`config.mk`:
```
export PLATFORM = sky130hd
export DESIGN_NAME = lat_fifo
export DESIGN_NICKNAME = d
export VERILOG_FILES = /design/src/rtl/lat_fifo_pkg.sv /design/src/rtl/lat_fifo_ctrl.sv /design/src/rtl/lat_fifo_store.sv /design/src/rtl/lat_fifo_rdpipe.sv /design/src/rtl/lat_fifo.sv
export SDC_FILE = /design/constraint.sdc
export NUM_CORES = 1
export LEC_CHECK = 0
export BUFFER_PORTS_ARGS = -buffer_cell sky130_fd_sc_hd__buf_2
export CORE_ASPECT_RATIO = 0.7
export CORE_MARGIN = 2
export CORE_UTILIZATION = 30
export CTS_BUF_LIST = sky130_fd_sc_hd__clkbuf_8
export CTS_CLUSTER_DIAMETER = 100
export DETAILED_ROUTE_END_ITERATION = 12
export PLACE_DENSITY = 0.56
export SYNTH_ARGS = -nofsm -noshare
export SYNTH_HDL_FRONTEND = slang
export SYNTH_SLANG_ARGS = --single-unit
```
`constraint.sdc`:
```
create_clock -name clk -period 4.7 [get_ports clk]
set_input_delay 1.41 -clock clk [delete_from_list [all_inputs] [get_ports clk]]
set_output_delay 1.41 -clock clk [all_outputs]
set_load 0.01 [all_outputs]
```
`src/rtl/lat_fifo_pkg.sv`:
```
package lat_fifo_pkg;

  // Storage style: selects how many output registers sit behind the array.
  typedef enum logic {
    MEM_SMALL = 1'b0,
    MEM_BLOCK = 1'b1
  } mem_kind_e;

  // Cycles from an accepted pop request to its pop_valid pulse.
  function automatic int read_latency(mem_kind_e kind);
    return (kind == MEM_BLOCK) ? 6 : 5;
  endfunction

  // Register stages inside the storage read port.
  function automatic int store_latency(mem_kind_e kind);
    return (kind == MEM_BLOCK) ? 2 : 1;
  endfunction

endpackage

```
`src/rtl/lat_fifo_ctrl.sv`:
```
// Pointers, occupancy and the three registered flags.
module lat_fifo_ctrl #(
  parameter int DEPTH    = 16,
  parameter int FULL_LVL = 14,
  parameter int AW       = 4,
  parameter int CW       = 5
) (
  input  logic          clk,
  input  logic          arst,
  input  logic          srst,
  input  logic          push_valid,
  input  logic          pop_req,
  output logic          wr_fire,
  output logic          rd_fire,
  output logic [AW-1:0] waddr,
  output logic [AW-1:0] raddr,
  output logic [CW-1:0] occ,
  output logic          push_ready,
  output logic          push_full,
  output logic          pop_empty
);

  localparam logic [AW-1:0] LAST_ADDR = AW'(DEPTH - 1);
  localparam logic [CW-1:0] LVL       = CW'(FULL_LVL);

  logic [AW-1:0] wptr_q, rptr_q;
  logic [CW-1:0] occ_q, occ_nxt;
  logic          ready_q, full_q, empty_q;

  function automatic logic [AW-1:0] bump(input logic [AW-1:0] p);
    return (p == LAST_ADDR) ? '0 : p + 1'b1;
  endfunction

  // Acceptance: writes need both gates, reads need a committed word.
  always_comb begin
    wr_fire = push_valid && ready_q && !full_q && !srst;
    rd_fire = pop_req && (occ_q != '0) && !srst;
  end

  always_comb begin
    unique case ({wr_fire, rd_fire})
      2'b10:   occ_nxt = occ_q + 1'b1;
      2'b01:   occ_nxt = occ_q - 1'b1;
      default: occ_nxt = occ_q;
    endcase
  end

  always_ff @(posedge clk or posedge arst) begin
    if (arst) begin
      wptr_q  <= '0;
      rptr_q  <= '0;
      occ_q   <= '0;
      ready_q <= 1'b1;
      full_q  <= 1'b0;
      empty_q <= 1'b1;
    end else if (srst) begin
      wptr_q  <= '0;
      rptr_q  <= '0;
      occ_q   <= '0;
      ready_q <= 1'b1;
      full_q  <= 1'b0;
      empty_q <= 1'b1;
    end else begin
      if (wr_fire) wptr_q <= bump(wptr_q);
      if (rd_fire) rptr_q <= bump(rptr_q);
      occ_q   <= occ_nxt;
      ready_q <= (occ_nxt < LVL);
      full_q  <= (occ_q >= LVL);
      empty_q <= (occ_q == '0);
    end
  end

  assign waddr      = wptr_q;
  assign raddr      = rptr_q;
  assign occ        = occ_q;
  assign push_ready = ready_q;
  assign push_full  = full_q;
  assign pop_empty  = empty_q;

endmodule

```
`src/rtl/lat_fifo_store.sv`:
```
// Storage array with a registered read port of SLAT stages.
module lat_fifo_store #(
  parameter int W     = 16,
  parameter int DEPTH = 16,
  parameter int AW    = 4,
  parameter int SLAT  = 1
) (
  input  logic          clk,
  input  logic          arst,
  input  logic          srst,
  input  logic          we,
  input  logic [AW-1:0] waddr,
  input  logic [W-1:0]  wdata,
  input  logic          re,
  input  logic [AW-1:0] raddr,
  output logic [W-1:0]  rdata
);

  logic [W-1:0] mem [DEPTH];
  logic [W-1:0] rd1_q;

  always_ff @(posedge clk) begin
    if (we) mem[waddr] <= wdata;
  end

  always_ff @(posedge clk or posedge arst) begin
    if (arst)      rd1_q <= '0;
    else if (srst) rd1_q <= '0;
    else if (re)   rd1_q <= mem[raddr];
  end

  generate
    if (SLAT >= 2) begin : g_outreg
      logic [W-1:0] rd2_q;
      always_ff @(posedge clk or posedge arst) begin
        if (arst)      rd2_q <= '0;
        else if (srst) rd2_q <= '0;
        else           rd2_q <= rd1_q;
      end
      assign rdata = rd2_q;
    end else begin : g_direct
      assign rdata = rd1_q;
    end
  endgenerate

endmodule

```
`src/rtl/lat_fifo_rdpipe.sv`:
```
// Valid chain of LAT stages and data chain completing the read latency.
module lat_fifo_rdpipe #(
  parameter int W    = 16,
  parameter int LAT  = 5,
  parameter int SLAT = 1
) (
  input  logic         clk,
  input  logic         arst,
  input  logic         srst,
  input  logic         fire,
  input  logic [W-1:0] store_data,
  output logic         out_valid,
  output logic [W-1:0] out_data
);

  localparam int DST = LAT - SLAT;

  logic [LAT-1:0] vsr_q;
  logic [W-1:0]   dsr_q [DST];

  always_ff @(posedge clk or posedge arst) begin
    if (arst)      vsr_q <= '0;
    else if (srst) vsr_q <= '0;
    else           vsr_q <= {vsr_q[LAT-2:0], fire};
  end

  generate
    for (genvar g = 0; g < DST; g++) begin : g_dstage
      if (g == 0) begin : g_head
        always_ff @(posedge clk or posedge arst) begin
          if (arst)      dsr_q[g] <= '0;
          else if (srst) dsr_q[g] <= '0;
          else           dsr_q[g] <= store_data;
        end
      end else begin : g_body
        always_ff @(posedge clk or posedge arst) begin
          if (arst)      dsr_q[g] <= '0;
          else if (srst) dsr_q[g] <= '0;
          else           dsr_q[g] <= dsr_q[g-1];
        end
      end
    end
  endgenerate

  assign out_valid = vsr_q[LAT-1];
  assign out_data  = dsr_q[DST-1];

endmodule

```
`src/rtl/lat_fifo.sv`:
```
module lat_fifo #(
  parameter int DATA_W = 16,
  parameter int DEPTH  = 16,
  parameter int MARGIN = 2,
  parameter lat_fifo_pkg::mem_kind_e MEM_KIND = lat_fifo_pkg::MEM_SMALL
) (
  input  logic              clk,
  input  logic              arst,
  input  logic              srst,
  input  logic              push_valid,
  input  logic [DATA_W-1:0] push_data,
  output logic              push_ready,
  output logic              push_full,
  input  logic              pop_req,
  output logic              pop_valid,
  output logic [DATA_W-1:0] pop_data,
  output logic              pop_empty
);

  localparam int LAT      = lat_fifo_pkg::read_latency(MEM_KIND);
  localparam int SLAT     = lat_fifo_pkg::store_latency(MEM_KIND);
  localparam int AW       = (DEPTH > 1) ? $clog2(DEPTH) : 1;
  localparam int CW       = $clog2(DEPTH + 1);
  localparam int FULL_LVL = DEPTH - MARGIN;

  logic          wr_fire, rd_fire;
  logic [AW-1:0] waddr, raddr;
  logic [CW-1:0] occ;
  logic [DATA_W-1:0] store_data;

  lat_fifo_ctrl #(
    .DEPTH(DEPTH), .FULL_LVL(FULL_LVL), .AW(AW), .CW(CW)
  ) u_ctrl (
    .clk(clk), .arst(arst), .srst(srst),
    .push_valid(push_valid), .pop_req(pop_req),
    .wr_fire(wr_fire), .rd_fire(rd_fire),
    .waddr(waddr), .raddr(raddr), .occ(occ),
    .push_ready(push_ready), .push_full(push_full), .pop_empty(pop_empty)
  );

  lat_fifo_store #(
    .W(DATA_W), .DEPTH(DEPTH), .AW(AW), .SLAT(SLAT)
  ) u_store (
    .clk(clk), .arst(arst), .srst(srst),
    .we(wr_fire), .waddr(waddr), .wdata(push_data),
    .re(rd_fire), .raddr(raddr), .rdata(store_data)
  );

  lat_fifo_rdpipe #(
    .W(DATA_W), .LAT(LAT), .SLAT(SLAT)
  ) u_rdpipe (
    .clk(clk), .arst(arst), .srst(srst),
    .fire(rd_fire), .store_data(store_data),
    .out_valid(pop_valid), .out_data(pop_data)
  );

endmodule

```
# Word-level counts from Yosys, hierarchy flattened
# Memories as Yosys holds them, arrays and structs flattened.
# Index checks and enable logic that the tools add are counted.
# op_classes
n_reduce_logical	11
n_lt_le_gt_ge	2
eq_ne	4
n_addsub	4
muxes	20
# ops
operator	count
$mux W16	6
$mux W4	6
$mux W5	2
$pmux W5 S2	1
$add A4 B1 Y4 const B	2
$eq A4 B4 Y1 const B	2
$add A5 B1 Y5 const B	1
$ge A5 B4 Y1 const B	1
$logic_and A1 B1 Y1	5
$logic_not A5 Y1	1
$lt A5 B4 Y1 const B	1
$mux W1	5
$reduce_bool A5 Y1	1
$sub A5 B1 Y5 const B	1
$reduce_bool A2 Y1	2
$eq A2 B1 Y1 const B	1
$eq A2 B2 Y1 const B	1
$logic_not A1 Y1	2
# totals
elab_cells	54
out_inout_bits	20
memories	1
mem_bits_rw	256
reg_bits	101
# memory_table
name	depth	width	read_ports	rd_clocked_by_memory_dff	wr	line	text
u_store.mem	16	16	1	0	1	lat_fifo_store.sv:19	logic [W-1:0] mem [DEPTH];

# Logic depth before layout (Yosys ltp)
# depth
ltp_word	7
ltp_mapped	11
ltp_nobuf	11

# Modules after synthesis
# Synthesis repeated with hierarchy kept, for this count alone.
# hier_totals
cells_unflattened	874
area_unflattened_um2	13893.3
# modules_own_cells
module	cells_per_inst	area_each_um2	instances	seq_area_each_um2
lat_fifo_store	607	10630.2	1	8087.8
lat_fifo_rdpipe	162	2326.0	1	1726.7
lat_fifo_ctrl	105	937.1	1	402.9

# Worst setup path before layout
# OpenSTA, ideal clock, no wires.
# synth_path
path_type	input-to-reg
startpoint	input push_valid
endpoint	memory u_store.mem[1][0] (enable)
required_ns	4.291
arrival_time_ns	3.202
path_slack_ns	1.089
cell_stages	4
cell_sequence	nand3b_1 nor2_1 nand2_1 nor3_1
# synth_via
elab_chain_len	5
# synth_rtl
item	line	text
start, declared	lat_fifo.sv:10	input logic push_valid,
$logic_and A1 B1 Y1 (3 in a row)	lat_fifo_ctrl.sv:36	wr_fire = push_valid && ready_q && !full_q && !srst;
$mux W1	lat_fifo_store.sv:23	if (we) mem[waddr] <= wdata;
$mux W1 (not written as such)	lat_fifo_store.sv:23	
end, declared	lat_fifo_store.sv:19	
# Every way passes these cells.

# Worst setup path in the final report
# layout_path
startpoint	input push_valid
endpoint	register u_ctrl.ready_q, in the netlist u_ctrl.push_ready
# layout_via
elab_chain_len	7
# layout_rtl
item	line	text
$logic_and A1 B1 Y1 * (3 in a row)	lat_fifo_ctrl.sv:36	
$eq A2 B1 Y1 or $eq A2 B2 Y1 (tied branches)	lat_fifo_ctrl.sv:41	unique case ({wr_fire, rd_fire})
$pmux W5 S2 *	lat_fifo_ctrl.sv:41	
$lt A5 B4 Y1 *	lat_fifo_ctrl.sv:67	ready_q <= (occ_nxt < LVL);
$mux W1 *	lat_fifo_ctrl.sv:56	end else if (srst) begin
end signal, assigned	lat_fifo_ctrl.sv:67	
end, declared	lat_fifo_ctrl.sv:28	logic ready_q, full_q, empty_q;
# Every way passes the cells marked *; elsewhere a longest branch is shown, timed or not.
# A chain may end at the register's enable or synchronous reset.

==> results.cfg <==
[clocking]
clock_sink_count = 357
h-tree-depth = 2
cts-buffers-inserted = 51
clockBufferDepth = 3
cts_hold_buf = 0
post_cts_setup_buffer_count = 0
clock_tree_root_driver_cell = clkbuf_8
ctsResizeCount = 0
clk_transition_reported_paths_ps = 60
tritoncts = done
clkLatencyLatePin_ps = 610

[timing]
report.final.hold_viol_count = 0
fin_tns_setup_ps = 0
relSlewSlack = 0.237
setup_viol = 0
grt_setup_unrepaired = no
max_clock_freq_mhz = 302
report.final.slew_viol_count = 0
timing.clock.skew_ps = 29.1
max_slew.worst_pin.slew_ps = 1140
post-route-period-util = 0.704
timing.final.crit_period_ps = 3310

[layout]
layout.nets = 844
syn2layout_area_growth_pct = 13.2
antennaDiodeCount = 0
fin_area_sq_um = 15500
final_layout_size_suffix_gt1_frac = 0.269
final_core_utilization = 0.344

[routing]
met3_wirelength_mm = 1.48
routed.top_layer = met4
met1_routed_length_mm = 13.2
ant_nets = 0
wirelength_mm = 27.4
drt_pre_antenna_iters = 4
routedWlPerCell_microns = 18.8
vias = 6462
vias_per_cell = 4.44
drc_markers = 0
drt_iter0_drc = 468
detailroute.wirelength.met2_mm = 12.2

[hold_path]
hp-start = u_rdpipe.vsr_q[3]$_DFF_PP0_
worst_hold_path_type = reg -> reg
hold_end = u_rdpipe.vsr_q[4]$_DFF_PP0_
holdPathStages = 1

[yosys]
synth_largest_area_cell = edfxtp_1
post_synth_xor_area_fraction = 0.00319
synth_ff_type = edfxtp_1
synth_sequential_area_ratio = 0.744
synth_most_common_cell = edfxtp_1
synth_simple_gate_area_share = 0.0622
synth.top_cell.area_share = 0.560
syn_area_per_cell_sq_um = 18.3
synth_compound_gate_area_share = 0.0200
syn-cell-area_sq_um = 13700
synth-edff-count = 256
synthCells = 749
combinational_family_with_the_most_area_after_synthesis = multiplexers
yosysUniqueCellTypes = 36
synth_net_count = 781
number_of_synthesized_register_bits = 357
synth_adder_area_share = 0.0106
synth.mux.area_fraction = 0.133
ys_top_cells_by_area = edfxtp_1, dfrtp_1, mux4_2
synth_warnings = 0
synth_async_sr_flop_share = 0.283
synth.top_cells.by_count = edfxtp_1, dfrtp_1, nor2b_1

[grt]
grt_util_all_layers = 0.118
overflow_after_grt = 0
grt_start_max_net_pins = 79
number_of_antenna_violations_at_the_first_check_in_global_routing = 0
grt_first_pass_wirelength_mm = 42.0
first_global_vias = 6772

[floorplanning]
num_rows = 65
die_height_microns = 183
fp.dieArea_sq_um = 47500
placeableCoreArea_sq_um = 45100
horizontal_die_dimension_microns = 260
ioPinCount = 41
start_util = 0.304

[pwr]
vdd.ir_drop.worst_uv = 173
power.share.combinational = 0.031
power.clock.fraction = 0.389
totalPowerFinal_mw = 5.90
power-per-cell-area_nw_per_um2 = 379
internal_power_mw = 4.59
switchingPower_mw = 1.30
power.share.switching = 0.221
static-leakage-power_nw = 5.45
power_frac_seq = 0.580

[critical_path]
timing.rr.end = u_ctrl.push_ready$_DFF_PP1_
cpMaxStageDelayCell = fa_1
worst-r2r-setup-slack_ps = 1810
critical_path.cell_chain = buf_2 -> nand3b_1 -> nor2_1 -> inv_2 -> ha_1 -> inv_1 -> fa_1 -> nand2b_1 -> a21oi_1 -> mux2i_1 -> mux2_2 -> a21oi_1
critical_path.startpoint_type = input port
endpoint_kind = register
r2r.worst_path.cells = 10
slowest_delay_ps = 400
worstReg2RegStart = u_ctrl.push_ready$_DFF_PP1_
worst-endpoint-required_ps = 5220
critical_path_class = in -> reg
critical_path.most_common_cell = a21oi_1
worstPathMaxFanout = 7
crit_arrival_ps = 3820

[outcome]
outcome = complete, no violations

[placed_design]
dp_hpwl_mm = 15.1
placement.io_buffers = 40
gp_congestion = 0.750
post_dp_cell_area_sq_um = 14600

[job]
drv.max_cap_violation_count = 0
## stage by stage
step           setup slack (ps)  instances  hold slack, ps
2_1_floorplan               646        749             439
3_3_place_gp                881       1362             444
3_5_place_dp                805       1362             448
4_1_cts                    1440       1454             431
5_1_grt                    1180       1454             466
6_report                   1390       1454             440
## how the worst max path moves through the flow
stage,startpoint,end,depth (start not counted)
finish,push_valid,u_ctrl.push_ready$_DFF_PP1_,12
global route,push_valid,u_ctrl.push_ready$_DFF_PP1_,12
CTS,push_valid,u_ctrl.push_ready$_DFF_PP1_,12
detailed placement,push_valid,u_ctrl.push_ready$_DFF_PP1_,12
global placement,push_valid,u_ctrl.push_ready$_DFF_PP1_,12
floorplan,arst,u_ctrl.occ[0]$_DFFE_PP0P_,1
## critical path: cells and delay by family
kind                       cells  cell delay [ps]
adders and majority gates      2              690
AOI/OAI and AO/OA              2              270
and+or+nand+nor                3              580
muxes                          2              570
buffers and inverters          3              300
## layer usage
metal,vias up,GRT usage
met5,-,0
li1,2923,-
met1,3364,0.174
met3,45,0.0274
met2,130,0.173
met4,0,0.0336
## cells in the final DEF, fill, tap and decap left out, types with 10 or more instances in the layout
cell        n
ha_1       10
mux2_2     17
buf_4      21
nand2_1    26
edfxtp_1  256
clkbuf_8   57
clkinv_1   10
mux4_2     64
mux2i_1    19
nand2b_1   19
o21ai_1    33
nor2_1     28
buf_2      40
inv_1      23
a21oi_1    11
nor2b_1    69
dfrtp_1    96
## state kept, by name, indices dropped and copies added, names as in the netlist
name,flops
u_store.mem,256
u_rdpipe.dsr_q,48
u_ctrl.pop_empty,1
u_store.rdata,16
u_rdpipe.out_data,16
u_ctrl.waddr,4
u_ctrl.raddr,4
u_rdpipe.vsr_q,5
u_ctrl.occ,5
u_ctrl.push_ready,1
u_ctrl.push_full,1
## logic make-up after synthesis
logic type / after synthesis
AO/OA/AOI/OAI: 51
XOR/XNOR: 5
adder cells (fa/ha/maj): 11
buffers and inverters: 63
flip-flops: 357
multiplexers: 100
AND/OR/NAND/NOR: 162
## cell type report
class,instances,area (sq um)
Inverter,10,40.0
Clock buffer,57,785
Multi-Input combinational cell,329,3180
Tap cell,603,754
Fill cell,4305,29600
Timing Repair Buffer,63,398
Clock inverter,35,163
Sequential cell,357,10200
## power by group through the flow
stage	Sequential (mW)	Combinational, mW	Clock, mW
finish	3.42	0.184	2.29
floorplan	3.48	0.128	0
global placement	3.49	0.186	0
detailed placement	3.49	0.189	0
global route	3.42	0.207	2.52
CTS	3.42	0.190	2.38
Note: power is estimated with default switching activity, not from simulation.
